**src/rtl/ds1_sig_pkg.sv**
```systemverilog
package ds1_sig_pkg;
  typedef enum logic {
    PIN_TSNUM  = 1'b0,
    PIN_SIGNAL = 1'b1
  } pin_mode_e;

  localparam int unsigned DEF_NUM_CH    = 24;
  localparam int unsigned DEF_SIG_W     = 4;
  localparam int unsigned DEF_FRAMES    = 24;
  localparam int unsigned DEF_OCT_W     = 8;
  localparam int unsigned DEF_CTRL_ADDR = 32;
endpackage

```
**src/rtl/ds1_sig_rst_sync.sv**
```systemverilog
module ds1_sig_rst_sync (
  input  logic clk,
  input  logic rst_n,
  output logic rst_sync_n
);
  logic [1:0] sync_q;

  always_ff @(posedge clk or negedge rst_n) begin
    if (!rst_n) sync_q <= 2'b00;
    else        sync_q <= {sync_q[0], 1'b1};
  end

  assign rst_sync_n = sync_q[1];
endmodule

```
**src/rtl/ds1_sig_capture.sv**
```systemverilog
// Decodes the signaling frames and picks the table bit to be written.
module ds1_sig_capture #(
  parameter int unsigned NUM_CH = 24,
  parameter int unsigned SIG_W  = 4,
  parameter int unsigned FRAMES = 24,
  parameter int unsigned TS_W   = 5,
  parameter int unsigned FR_W   = 5,
  parameter int unsigned BP_W   = 3,
  parameter int unsigned SB_W   = 2
) (
  input  logic [TS_W-1:0] ts,
  input  logic [BP_W-1:0] bitpos,
  input  logic [FR_W-1:0] frame,
  input  logic            locked,
  output logic            cap_en,
  output logic [SB_W-1:0] cap_bit
);
  localparam int unsigned SPAN = FRAMES / SIG_W;

  logic [SIG_W-1:0] frame_hit;

  genvar k;
  generate
    for (k = 0; k < SIG_W; k++) begin : g_hit
      assign frame_hit[k] = (frame == FR_W'((k + 1) * SPAN));
    end
  endgenerate

  always_comb begin
    cap_bit = '0;
    for (int j = 0; j < SIG_W; j++) begin
      if (frame_hit[j]) cap_bit = SB_W'(SIG_W - 1 - j);
    end
  end

  assign cap_en = locked && (bitpos == '0) && (|frame_hit) && (ts < TS_W'(NUM_CH));
endmodule

```
**src/rtl/ds1_sig_regfile.sv**
```systemverilog
// Per-channel signaling table plus pin-mode bit, host port with registered read.
module ds1_sig_regfile
  import ds1_sig_pkg::*;
#(
  parameter int unsigned NUM_CH    = 24,
  parameter int unsigned SIG_W     = 4,
  parameter int unsigned CTRL_ADDR = 32,
  parameter int unsigned TS_W      = 5,
  parameter int unsigned SB_W      = 2,
  parameter int unsigned ADDR_W    = 6
) (
  input  logic              clk,
  input  logic              rst_n,
  input  logic              cap_en,
  input  logic [TS_W-1:0]   cap_ts,
  input  logic [SB_W-1:0]   cap_bit,
  input  logic              cap_val,
  input  logic              hst_wr,
  input  logic              hst_rd,
  input  logic [ADDR_W-1:0] hst_addr,
  input  logic [SIG_W-1:0]  hst_wdata,
  output logic [SIG_W-1:0]  hst_rdata,
  output logic [SIG_W-1:0]  tab [NUM_CH],
  output pin_mode_e         mode
);
  logic              addr_is_ent;
  logic              addr_is_ctrl;
  logic [TS_W-1:0]   wr_idx;
  logic [SIG_W-1:0]  rd_nxt;
  pin_mode_e         mode_nxt;
  logic              mode_ce;

  assign addr_is_ent  = (hst_addr < ADDR_W'(NUM_CH));
  assign addr_is_ctrl = (hst_addr == ADDR_W'(CTRL_ADDR));
  assign wr_idx       = hst_addr[TS_W-1:0];

  genvar i;
  generate
    for (i = 0; i < NUM_CH; i++) begin : g_ent
      logic [SIG_W-1:0] ent_nxt;
      logic             ent_ce;

      always_comb begin
        ent_nxt = tab[i];
        ent_ce  = 1'b0;
        if (cap_en && (cap_ts == TS_W'(i))) begin
          ent_nxt[cap_bit] = cap_val;
          ent_ce           = 1'b1;
        end else if (hst_wr && addr_is_ent && (wr_idx == TS_W'(i))) begin
          ent_nxt = hst_wdata;
          ent_ce  = 1'b1;
        end
      end

      always_ff @(posedge clk or negedge rst_n) begin
        if (!rst_n)      tab[i] <= '0;
        else if (ent_ce) tab[i] <= ent_nxt;
      end
    end
  endgenerate

  always_comb begin
    mode_ce  = hst_wr && addr_is_ctrl;
    mode_nxt = pin_mode_e'(hst_wdata[0]);
  end

  always_ff @(posedge clk or negedge rst_n) begin
    if (!rst_n)       mode <= PIN_TSNUM;
    else if (mode_ce) mode <= mode_nxt;
  end

  always_comb begin
    if (addr_is_ent)       rd_nxt = tab[wr_idx];
    else if (addr_is_ctrl) rd_nxt = {{(SIG_W-1){1'b0}}, mode};
    else                   rd_nxt = '0;
  end

  always_ff @(posedge clk or negedge rst_n) begin
    if (!rst_n)      hst_rdata <= '0;
    else if (hst_rd) hst_rdata <= rd_nxt;
  end
endmodule

```
**src/rtl/ds1_sig_serializer.sv**
```systemverilog
// Retimes PCM and drives the dual-function auxiliary pin in the same cycle.
module ds1_sig_serializer
  import ds1_sig_pkg::*;
#(
  parameter int unsigned NUM_CH = 24,
  parameter int unsigned SIG_W  = 4,
  parameter int unsigned TS_W   = 5,
  parameter int unsigned BP_W   = 3,
  parameter int unsigned SB_W   = 2
) (
  input  logic             clk,
  input  logic             rst_n,
  input  logic             rx_bit,
  input  logic [TS_W-1:0]  ts,
  input  logic [BP_W-1:0]  bitpos,
  input  pin_mode_e        mode,
  input  logic [SIG_W-1:0] tab [NUM_CH],
  output logic             pcm_out,
  output logic             aux_pin
);
  logic aux_nxt;
  logic low_nibble;
  logic ts_ok;

  assign low_nibble = (bitpos < BP_W'(SIG_W));
  assign ts_ok      = (ts < TS_W'(NUM_CH));

  always_comb begin
    aux_nxt = 1'b0;
    if (mode == PIN_TSNUM)       aux_nxt = ts[0];
    else if (low_nibble && ts_ok) aux_nxt = tab[ts][bitpos[SB_W-1:0]];
  end

  always_ff @(posedge clk or negedge rst_n) begin
    if (!rst_n) begin
      pcm_out <= 1'b0;
      aux_pin <= 1'b0;
    end else begin
      pcm_out <= rx_bit;
      aux_pin <= aux_nxt;
    end
  end
endmodule

```
**src/rtl/ds1_sig_extract.sv**
```systemverilog
module ds1_sig_extract
  import ds1_sig_pkg::*;
#(
  parameter int unsigned NUM_CH    = DEF_NUM_CH,
  parameter int unsigned SIG_W     = DEF_SIG_W,
  parameter int unsigned FRAMES    = DEF_FRAMES,
  parameter int unsigned OCT_W     = DEF_OCT_W,
  parameter int unsigned CTRL_ADDR = DEF_CTRL_ADDR,
  localparam int unsigned TS_W     = $clog2(NUM_CH),
  localparam int unsigned FR_W     = $clog2(FRAMES + 1),
  localparam int unsigned BP_W     = $clog2(OCT_W),
  localparam int unsigned SB_W     = $clog2(SIG_W),
  localparam int unsigned ADDR_W   = $clog2(CTRL_ADDR + 1)
) (
  input  logic              clk,
  input  logic              rst_n,
  input  logic              rx_bit,
  input  logic [TS_W-1:0]   rx_ts,
  input  logic [BP_W-1:0]   rx_bitpos,
  input  logic [FR_W-1:0]   rx_frame,
  input  logic              rx_locked,
  input  logic              hst_wr,
  input  logic              hst_rd,
  input  logic [ADDR_W-1:0] hst_addr,
  input  logic [SIG_W-1:0]  hst_wdata,
  output logic [SIG_W-1:0]  hst_rdata,
  output logic              pcm_out,
  output logic              aux_pin
);
  logic             rst_sync_n;
  logic             cap_en;
  logic [SB_W-1:0]  cap_bit;
  logic [SIG_W-1:0] sig_tab [NUM_CH];
  pin_mode_e        sig_mode;

  ds1_sig_rst_sync u_rst (
    .clk        (clk),
    .rst_n      (rst_n),
    .rst_sync_n (rst_sync_n)
  );

  ds1_sig_capture #(
    .NUM_CH (NUM_CH), .SIG_W (SIG_W), .FRAMES (FRAMES),
    .TS_W (TS_W), .FR_W (FR_W), .BP_W (BP_W), .SB_W (SB_W)
  ) u_cap (
    .ts      (rx_ts),
    .bitpos  (rx_bitpos),
    .frame   (rx_frame),
    .locked  (rx_locked),
    .cap_en  (cap_en),
    .cap_bit (cap_bit)
  );

  ds1_sig_regfile #(
    .NUM_CH (NUM_CH), .SIG_W (SIG_W), .CTRL_ADDR (CTRL_ADDR),
    .TS_W (TS_W), .SB_W (SB_W), .ADDR_W (ADDR_W)
  ) u_regs (
    .clk       (clk),
    .rst_n     (rst_sync_n),
    .cap_en    (cap_en),
    .cap_ts    (rx_ts),
    .cap_bit   (cap_bit),
    .cap_val   (rx_bit),
    .hst_wr    (hst_wr),
    .hst_rd    (hst_rd),
    .hst_addr  (hst_addr),
    .hst_wdata (hst_wdata),
    .hst_rdata (hst_rdata),
    .tab       (sig_tab),
    .mode      (sig_mode)
  );

  ds1_sig_serializer #(
    .NUM_CH (NUM_CH), .SIG_W (SIG_W), .TS_W (TS_W), .BP_W (BP_W), .SB_W (SB_W)
  ) u_ser (
    .clk     (clk),
    .rst_n   (rst_sync_n),
    .rx_bit  (rx_bit),
    .ts      (rx_ts),
    .bitpos  (rx_bitpos),
    .mode    (sig_mode),
    .tab     (sig_tab),
    .pcm_out (pcm_out),
    .aux_pin (aux_pin)
  );
endmodule

```
**config.mk**
```make
export PLATFORM = sky130hd
export DESIGN_NAME = ds1_sig_extract
export DESIGN_NICKNAME = d
export VERILOG_FILES = /design/src/rtl/ds1_sig_pkg.sv /design/src/rtl/ds1_sig_rst_sync.sv /design/src/rtl/ds1_sig_capture.sv /design/src/rtl/ds1_sig_regfile.sv /design/src/rtl/ds1_sig_serializer.sv /design/src/rtl/ds1_sig_extract.sv
export SDC_FILE = /design/constraint.sdc
export NUM_CORES = 1
export LEC_CHECK = 0
export ABC_AREA = 1
export BUFFER_PORTS_ARGS = -buffer_cell sky130_fd_sc_hd__buf_2
export CAP_MARGIN = 20
export CORE_ASPECT_RATIO = 2
export CORE_MARGIN = 2
export CORE_UTILIZATION = 55
export CTS_BUF_LIST = sky130_fd_sc_hd__clkbuf_16
export DETAILED_ROUTE_END_ITERATION = 16
export GPL_TIMING_DRIVEN = 0
export PLACE_DENSITY_LB_ADDON = 0.1
export SYNTH_ARGS = -nofsm -noshare
export SYNTH_HDL_FRONTEND = slang
export SYNTH_SLANG_ARGS = --single-unit
```
**constraint.sdc**
```tcl
create_clock -name clk -period 3.4 [get_ports clk]
set_input_delay 0.85 -clock clk [delete_from_list [all_inputs] [get_ports clk]]
set_output_delay 0.85 -clock clk [all_outputs]
set_load 0.02 [all_outputs]
```
==> results of run 1 <==
-- cells in the mapped netlist --
library cell  number  area (sq um)
a21boi_2           1          11.3
a21oi_1           40           200
a221oi_1           2          17.5
a22oi_1           12          90.1
a31oi_1            4          25.0
buf_1             10          37.5
buf_2             19          95.1
buf_4              2          15.0
buf_6             10           113
clkbuf_1          28           105
clkinv_1           3          11.3
conb_1             1          3.75
dfrtp_1          105          2630
inv_1            119           447
inv_2              4          15.0
nand2_1          414          1550
nand2_2           11          68.8
nand3_1           33           165
nand3_4            2          35.0
nand4_1           14          87.6
nand4_2            6          75.1
nand4_4            1          21.3
nor2_1           103           387
nor2_2             2          12.5
nor2_4             2          22.5
nor3_1            17          85.1
nor3_4             1          16.3
nor4_1             1          6.26
o2111ai_1          3          26.3
o211ai_1           7          52.6
o21ai_0          208          1040
o21ai_1           62           310
o21ai_2            1          8.76
o221ai_1           2          17.5
o22ai_1           21           131
or2_1              1          6.26
-- final cells by class --
type / count / area share (%)
inverters: 126 / 5.49
well taps: 192 / 2.79
flip-flops and latches: 105 / 30.6
clock buffers: 9 / 2.62
plain buffers: 69 / 4.24
repair buffers: 28 / 1.89
clock inverters: 7 / 0.363
multi-input cells: 972 / 52.0
-- worst min path at each step --
stage | cells past startpoint | end | slack (ns) | start
floorplan | 0 | u_rst.sync_q[1]$_DFF_PN0_ | 0.33 | u_rst.sync_q[0]$_DFF_PN0_
global placement | 0 | u_rst.sync_q[1]$_DFF_PN0_ | 0.34 | u_rst.sync_q[0]$_DFF_PN0_
detailed placement | 0 | u_regs.tab[51]$_DFFE_PN0P_ | 0.34 | u_rst.sync_q[1]$_DFF_PN0_
CTS | 1 | u_rst.sync_q[1]$_DFF_PN0_ | 0.26 | rst_n
global route | 1 | u_rst.sync_q[1]$_DFF_PN0_ | 0.27 | rst_n
finish | 1 | u_rst.sync_q[1]$_DFF_PN0_ | 0.26 | rst_n
-- layer usage --
metal | wire, um | vias up | track usage, %
met5 | 0 | - | 0
met4 | 4030 | 0 | 41.4
met3 | 3660 | 230 | 10.2
met2 | 15800 | 681 | 70.0
met1 | 11500 | 4153 | 53.2
li1 | - | 4262 | -
-- stage by stage --
stage | total power, mW | instance area (sq um)
after global placement | 2.41 | 8320
after CTS | 3.38 | 8610
after floorplan | 2.12 | 7940
after global routing | 3.57 | 8610
final | 3.42 | 8610
after detailed placement | 2.43 | 8350
-- power groups by stage --
stage	combinational, mW	clock [mW]	sequential [mW]
2_1_floorplan	0.533	0	1.59
3_3_place_gp	0.791	0	1.62
3_5_place_dp	0.820	0	1.61
4_1_cts	0.827	0.967	1.59
5_1_grt	0.935	1.01	1.62
6_report	0.860	0.970	1.60
-- state kept, by name, summed over array words and instances, names as in the netlist --
name	flops
u_regs.hst_rdata	4
u_ser.aux_pin	1
u_regs.tab	96
u_regs.mode	1
u_ser.pcm_out	1
u_rst.sync_q	2
-- cells in the final DEF, fill, tap and decap left out, drive strengths merged, types with 3 or more instances in the layout --
cell type | Yosys | layout
nand3 | 35 | 35
o2111ai | 3 | 3
o22ai | 21 | 21
clkinv | 3 | 6
clkbuf | 28 | 37
nand4 | 21 | 21
a31oi | 4 | 4
dfrtp | 105 | 105
a21oi | 40 | 40
a22oi | 12 | 12
buf | 41 | 69
o211ai | 7 | 7
inv | 123 | 126
nor3 | 18 | 18
nand2 | 425 | 425
o21ai | 271 | 271
nor2 | 107 | 107
-- kinds of logic after synthesis --
logic type / share of synthesized area [%]
flip-flops: 33.1
buffers and inverters: 10.6
other: 0.0472
AO/OA/AOI/OAI: 24.3
AND/OR/NAND/NOR: 32.0
==> results by group, run 1 <==
GRT
  • Initial antenna violation count: 0
  • Largest net degree at the start of global routing: 67
  • Tot GR Track Use: between 40% and 50%
  • GR Overflow Total: 0
  • Vias in the first global route: between 8,000 and 9,000
  • First-pass GRT wire length: ~52 mm

Routing
  • First-pass DRT Iterations: 10
  • Final wirelength: 35.0 mm
  • DRC: 0
  • Routed vias/inst: about 6.2
  • Routed wire per std cell: between 20 and 25 um
  • First DRT Iteration DRCs: ~1,100
  • Remaining antenna violation count: 0
  • Vias post-DR: slightly above 9,000

Cells and area
  • Final non-filler cell total: approximately 1,500
  • Sequential Area: 2630 sq um
  • Multi-input gate area: between 4000 and 5000 sq um
  • Share of cells above drive strength 1: under 10%
  • Nets: 1,340
  • Post-layout util: between 60% and 70%
  • Ant. Diodes: 0
  • Filler Cell Count: 1,510
  • Layout Area Growth over Synthesis: 8.35%

Setup path
  • CP endpoint kind: flop
  • Crit-path most repeated cell: nand2_1
  • Worst path buffer plus inverter count: 3
  • Worst setup SP type: primary input
  • Worst R2R Path Depth: 8
  • Critical Path Sink: u_regs.hst_rdata[2]$_DFFE_PN0P_
  • Worst Path Required: around 3.7 ns
  • Worst r2r src: u_regs.tab[78]$_DFFE_PN0P_
  • FF-to-FF setup slack: between 1 and 1.5 ns
  • Reg-to-Reg End: u_regs.hst_rdata[2]$_DFFE_PN0P_
  • Crit Path Class: primary input to flop
  • Crit path max fanout: 10
  • Worst Setup SP: hst_addr[0]
  • CP arrival: between 3 and 4 ns
  • WP depth: 10
  • CP peak stage delay: between 0.9 and 1 ns
  • Crit path max-delay family: compound AO/OA/AOI/OAI gates
  • Slowest-stage cell, CP: a221oi_1
  • Critical path cell sequence: buf_2 > nand2_1 > inv_1 > clkbuf_1 > a221oi_1 > nor2_1 > nor2_1 > nand2_1 > nand2_1 > nand2_1

Synth
  • Yosys warning count: 0
  • Syn Nets: between 1,000 and 1,500
  • Synthesized flop and latch total: between 100 and 150
  • Synth cell types: 36
  • Post-synthesis cell count: about 1,300
  • Syn Std Cell Area: about 7900 sq um
  • Avg Cell Area, Syn: 6.25 sq um
  • Register area share after synthesis: about a third

Floorplan
  • Die ar.: approximately 15,000 sq um
  • Die Wd: roughly 89 um
  • Initial Utilization: roughly 56%
  • Die height: 174 um
  • Row Count: 62
  • Core area: between 10,000 and 15,000 sq um
  • I/O pins: 35

Place
  • Post-Place Cells: about 1,500
  • DP HPWL: between 20 and 30 mm
  • Post-place setup slack: between 0.1 and 0.15 ns
  • Final GP Congestion: 1.07
  • Buffers added on ports: 27

Power
  • Part of the power in registers: around 47%
  • Power share of the clock group: 28.3%
  • Leak: around 4.2 nW
  • Internal Power: 2.20 mW
  • Sw frac: between 30% and 40%
  • Max rail drop VDD: 277 uV
  • Sw power: around 1.2 mW
  • Combinational fraction of design power: approximately 25%
  • Power Dens Cells: slightly below 400 nW/um^2

STA
  • RSZ-0062 raised after global routing: false
  • FMAX: around 320 MHz
  • Worst setup margin: roughly 0.30 ns
  • Min Clock Period, post-route: 3.10 ns
  • Max Slew Vio Count: 0
  • Final hold vios: 0
  • Hold_ws: about 0.26 ns
  • TNS Setup: 0 ns
  • Final clock skew: ~0.0071 ns
  • Rel. slew slack: 20.2%
  • Slew @ Worst Pin: around 1.2 ns
  • Setup violations, final: 0
  • Final period util: between 90% and 100%

CTS
  • Clk slew on worst S/H paths: around 0.07 ns
  • CTS Root Cell: clkbuf_16
  • Hold_buf cts: 0
  • Clk_lat worst skew: about 0.36 ns
  • Max H-tree Level: 3
  • Num CTS Buffers: 9
  • Post-CTS Resized: 0
  • CTS tree: built
  • CTS Buffer Depth: 2
  • Postcts setup bufs: 0
  • Num Clock Sinks: roughly 110

Outcome
  • Status: finished clean

Run
  • Max_cap viols: 0

Worst hold path
  • Min-delay worst type: primary input to async pin
Note: power is estimated with default switching activity, not from simulation.
==> inputs of run 2 (changes only) <==
Settings changed: CORE_UTILIZATION 55 to 63.
==> results by group, run 2 (same netlist as run 1, synthesis figures left out) <==
Setup path
  • Crit Path Class: primary input to flop
  • CP endpoint kind: flop
  • Crit path max fanout: 10 (unchanged)
  • Worst Path Required: 3.65 ns (about the same)
  • Worst setup SP type: primary input
  • CP arrival: 3.44 ns (+0.09 ns)

CTS
  • Clk slew on worst S/H paths: 0.08 ns (about the same)
  • CTS Root Cell: clkbuf_16
  • Max H-tree Level: 3 (unchanged)
  • Hold_buf cts: 0 (unchanged)
  • Num Clock Sinks: 105 (unchanged)
  • Num CTS Buffers: 9 (unchanged)
  • CTS tree: built
  • CTS Buffer Depth: 2 (unchanged)
  • Post-CTS Resized: 0 (unchanged)
  • Clk_lat worst skew: 0.37 ns (about the same)
  • Postcts setup bufs: 0 (unchanged)

Power
  • Part of the power in registers: 43.7% (-2.9 points)
  • Sw frac: 35.4% (-0.42 points)
  • Max rail drop VDD: 336 uV (+21%)
  • Leak: 4.27 nW (+0.66%)
  • Sw power: 1.30 mW (+5.8%)
  • Internal Power: 2.37 mW (+7.7%)
  • Power Dens Cells: 425 nW/um^2 (+6.8%)
  • Power after layout: 3.67 mW (+7.0%)
  • Power share of the clock group: 32.8% (+4.5 points)
  • Combinational fraction of design power: 23.5% (-1.6 points)

STA
  • Rel. slew slack: 30.2% (+9.9 points)
  • Final period util: 93.6% (+2.5 points)
  • Slew @ Worst Pin: 1.05 ns (-0.144 ns)
  • Setup violations, final: 0 (unchanged)
  • Final clock skew: 0.00656 ns (-0.000508 ns)
  • RSZ-0062 raised after global routing: false
  • FMAX: 314 MHz (-2.6%)
  • Max Slew Vio Count: 0 (unchanged)
  • Min Clock Period, post-route: 3.18 ns (+0.0836 ns)
  • Final hold vios: 0 (unchanged)

Cells and area
  • Most flop-heavy register: u_regs.tab
  • Commonest non-fill, non-tap cell in the layout: nand2_1
  • Largest regs: u_regs.tab (96), u_regs.hst_rdata (4), u_rst.sync_q (2)
  • Share of cells above drive strength 1: 8.05% (+0.30 points)
  • Post-layout util: 69.5% (+9.2 points)
  • Most frequent cells in the layout: nand2_1 (414), o21ai_0 (208), inv_1 (120)
  • Multi-input gate area: 4480 sq um (unchanged)
  • Filler Cell Count: 1,145 (-24%)
  • Final instance area: 8620 sq um (+0.20%)
  • Max reg flops: 96 (unchanged)
  • Sequential Area: 2630 sq um (unchanged)
  • Nets: 1,340 (unchanged)
  • Layout Area Growth over Synthesis: 8.57%

Place
  • Final GP Congestion: 1.18 (+10%)
  • Buffers added on ports: 27 (unchanged)
  • Placed Area: 8300 sq um (-0.63%)
  • DP HPWL: 24.6 mm (-5.1%)

Run
  • Max_cap viols: 0 (unchanged)

Outcome
  • Status: finished clean

Routing
  • Routed wire per std cell: 24.0 um (+3.3%)
  • Remaining antenna violation count: 0 (unchanged)
  • First DRT Iteration DRCs: 1,659 (+50%)
  • Vias post-DR: 9,859 (+5.7%)
  • Final wirelength: 35.2 mm (+0.50%)
  • First-pass DRT Iterations: 7 (-3)
  • DRC: 0 (unchanged)
  • Routed vias/inst: 6.72 (+8.7%)

Floorplan
  • Die height: 163 um (-6.4%)
  • Die ar.: 13,600 sq um (-12%)
  • Row Count: 58 (-6.5%)
  • Die Wd: 83.4 um (-6.3%)
  • Core area: 12,400 sq um (-13%)
  • Initial Utilization: 64.0% (+8.4 points)
  • I/O pins: 35 (unchanged)

GRT
  • Vias in the first global route: 9,296 (+6.7%)
  • Largest net degree at the start of global routing: 59 (-12%)
  • First-pass GRT wire length: 52.5 mm (+1.9%)
  • Tot GR Track Use: 52.3% (+5.8 points)
  • Initial antenna violation count: 1 (+1)
  • GR Overflow Total: 0 (unchanged)

Worst hold path
  • Min-delay worst type: primary input to async pin
==> run 2: critical path: stages <==
cell      delay [ns]
buf_2           0.11
inv_1           0.05
nand2_1         0.07
clkbuf_1        0.75
buf_2           0.53
o22ai_1         0.17
o21ai_0         0.35
nand3_1         0.22
nand3_1         0.25
nand2_1         0.08
==> run 2: path summary, 6_finish.rpt <==
path                            slack (ns)                       from  cells after the start                         endpoint
worst min register to register        0.36  u_rst.sync_q[0]$_DFF_PN0_                      0        u_rst.sync_q[1]$_DFF_PN0_
max in group asynchronous             2.28  u_rst.sync_q[1]$_DFF_PN0_                      1       u_regs.tab[92]$_DFFE_PN0P_
worst min-delay path                  0.25                      rst_n                      1        u_rst.sync_q[1]$_DFF_PN0_
min in group clk                      0.36  u_rst.sync_q[0]$_DFF_PN0_                      0        u_rst.sync_q[1]$_DFF_PN0_
worst max register to register        1.81  u_regs.tab[0]$_DFFE_PN0P_                      8  u_regs.hst_rdata[0]$_DFFE_PN0P_
worst max-delay path                  0.22                hst_addr[1]                     10  u_regs.hst_rdata[1]$_DFFE_PN0P_
==> run 2: stage by stage <==
step           hold WS (ns)  setup slack, ns  TNS (ns)  instances
2_1_floorplan         0.331            0.258         0       1272
3_3_place_gp          0.343            -1.08   -109.42       1449
3_5_place_dp          0.350            0.144         0       1450
4_1_cts               0.249            0.532         0       1466
5_1_grt               0.253            0.156         0       1466
6_report              0.250            0.218         0       1467
==> run 2: final cells by class <==
| cell class | count | area share (%) |
|---|---|---|
| Tap cell | 150 | 2.18 |
| Multi-Input combinational cell | 972 | 51.9 |
| Clock inverter | 7 | 1.15 |
| Timing Repair Buffer | 28 | 1.89 |
| Inverter | 126 | 5.48 |
| Buffer | 69 | 4.24 |
| Antenna cell | 1 | 0.0290 |
| Sequential cell | 105 | 30.5 |
| Clock buffer | 9 | 2.61 |
==> run 2: power by group through the flow <==
stage                     Clock (mW)  Combinational (mW)  Sequential, mW
after floorplan                    0               0.533            1.59
after global placement             0               0.770            1.62
after detailed placement           0               0.804            1.62
after CTS                       1.18               0.812            1.59
after global routing            1.22               0.930            1.62
final                           1.20               0.862            1.60
==> run 2: routing by layer <==
layer  global-route usage (%)  routed length, um  part of all wire [%]  up-vias
met5                        0                  0                     0        -
met4                     49.0               4490                    13        0
li1                         -                  -                     -     4267
met2                     78.3              14600                    42      934
met3                     14.3               5120                    15      330
met1                     59.5              10900                    31     4328
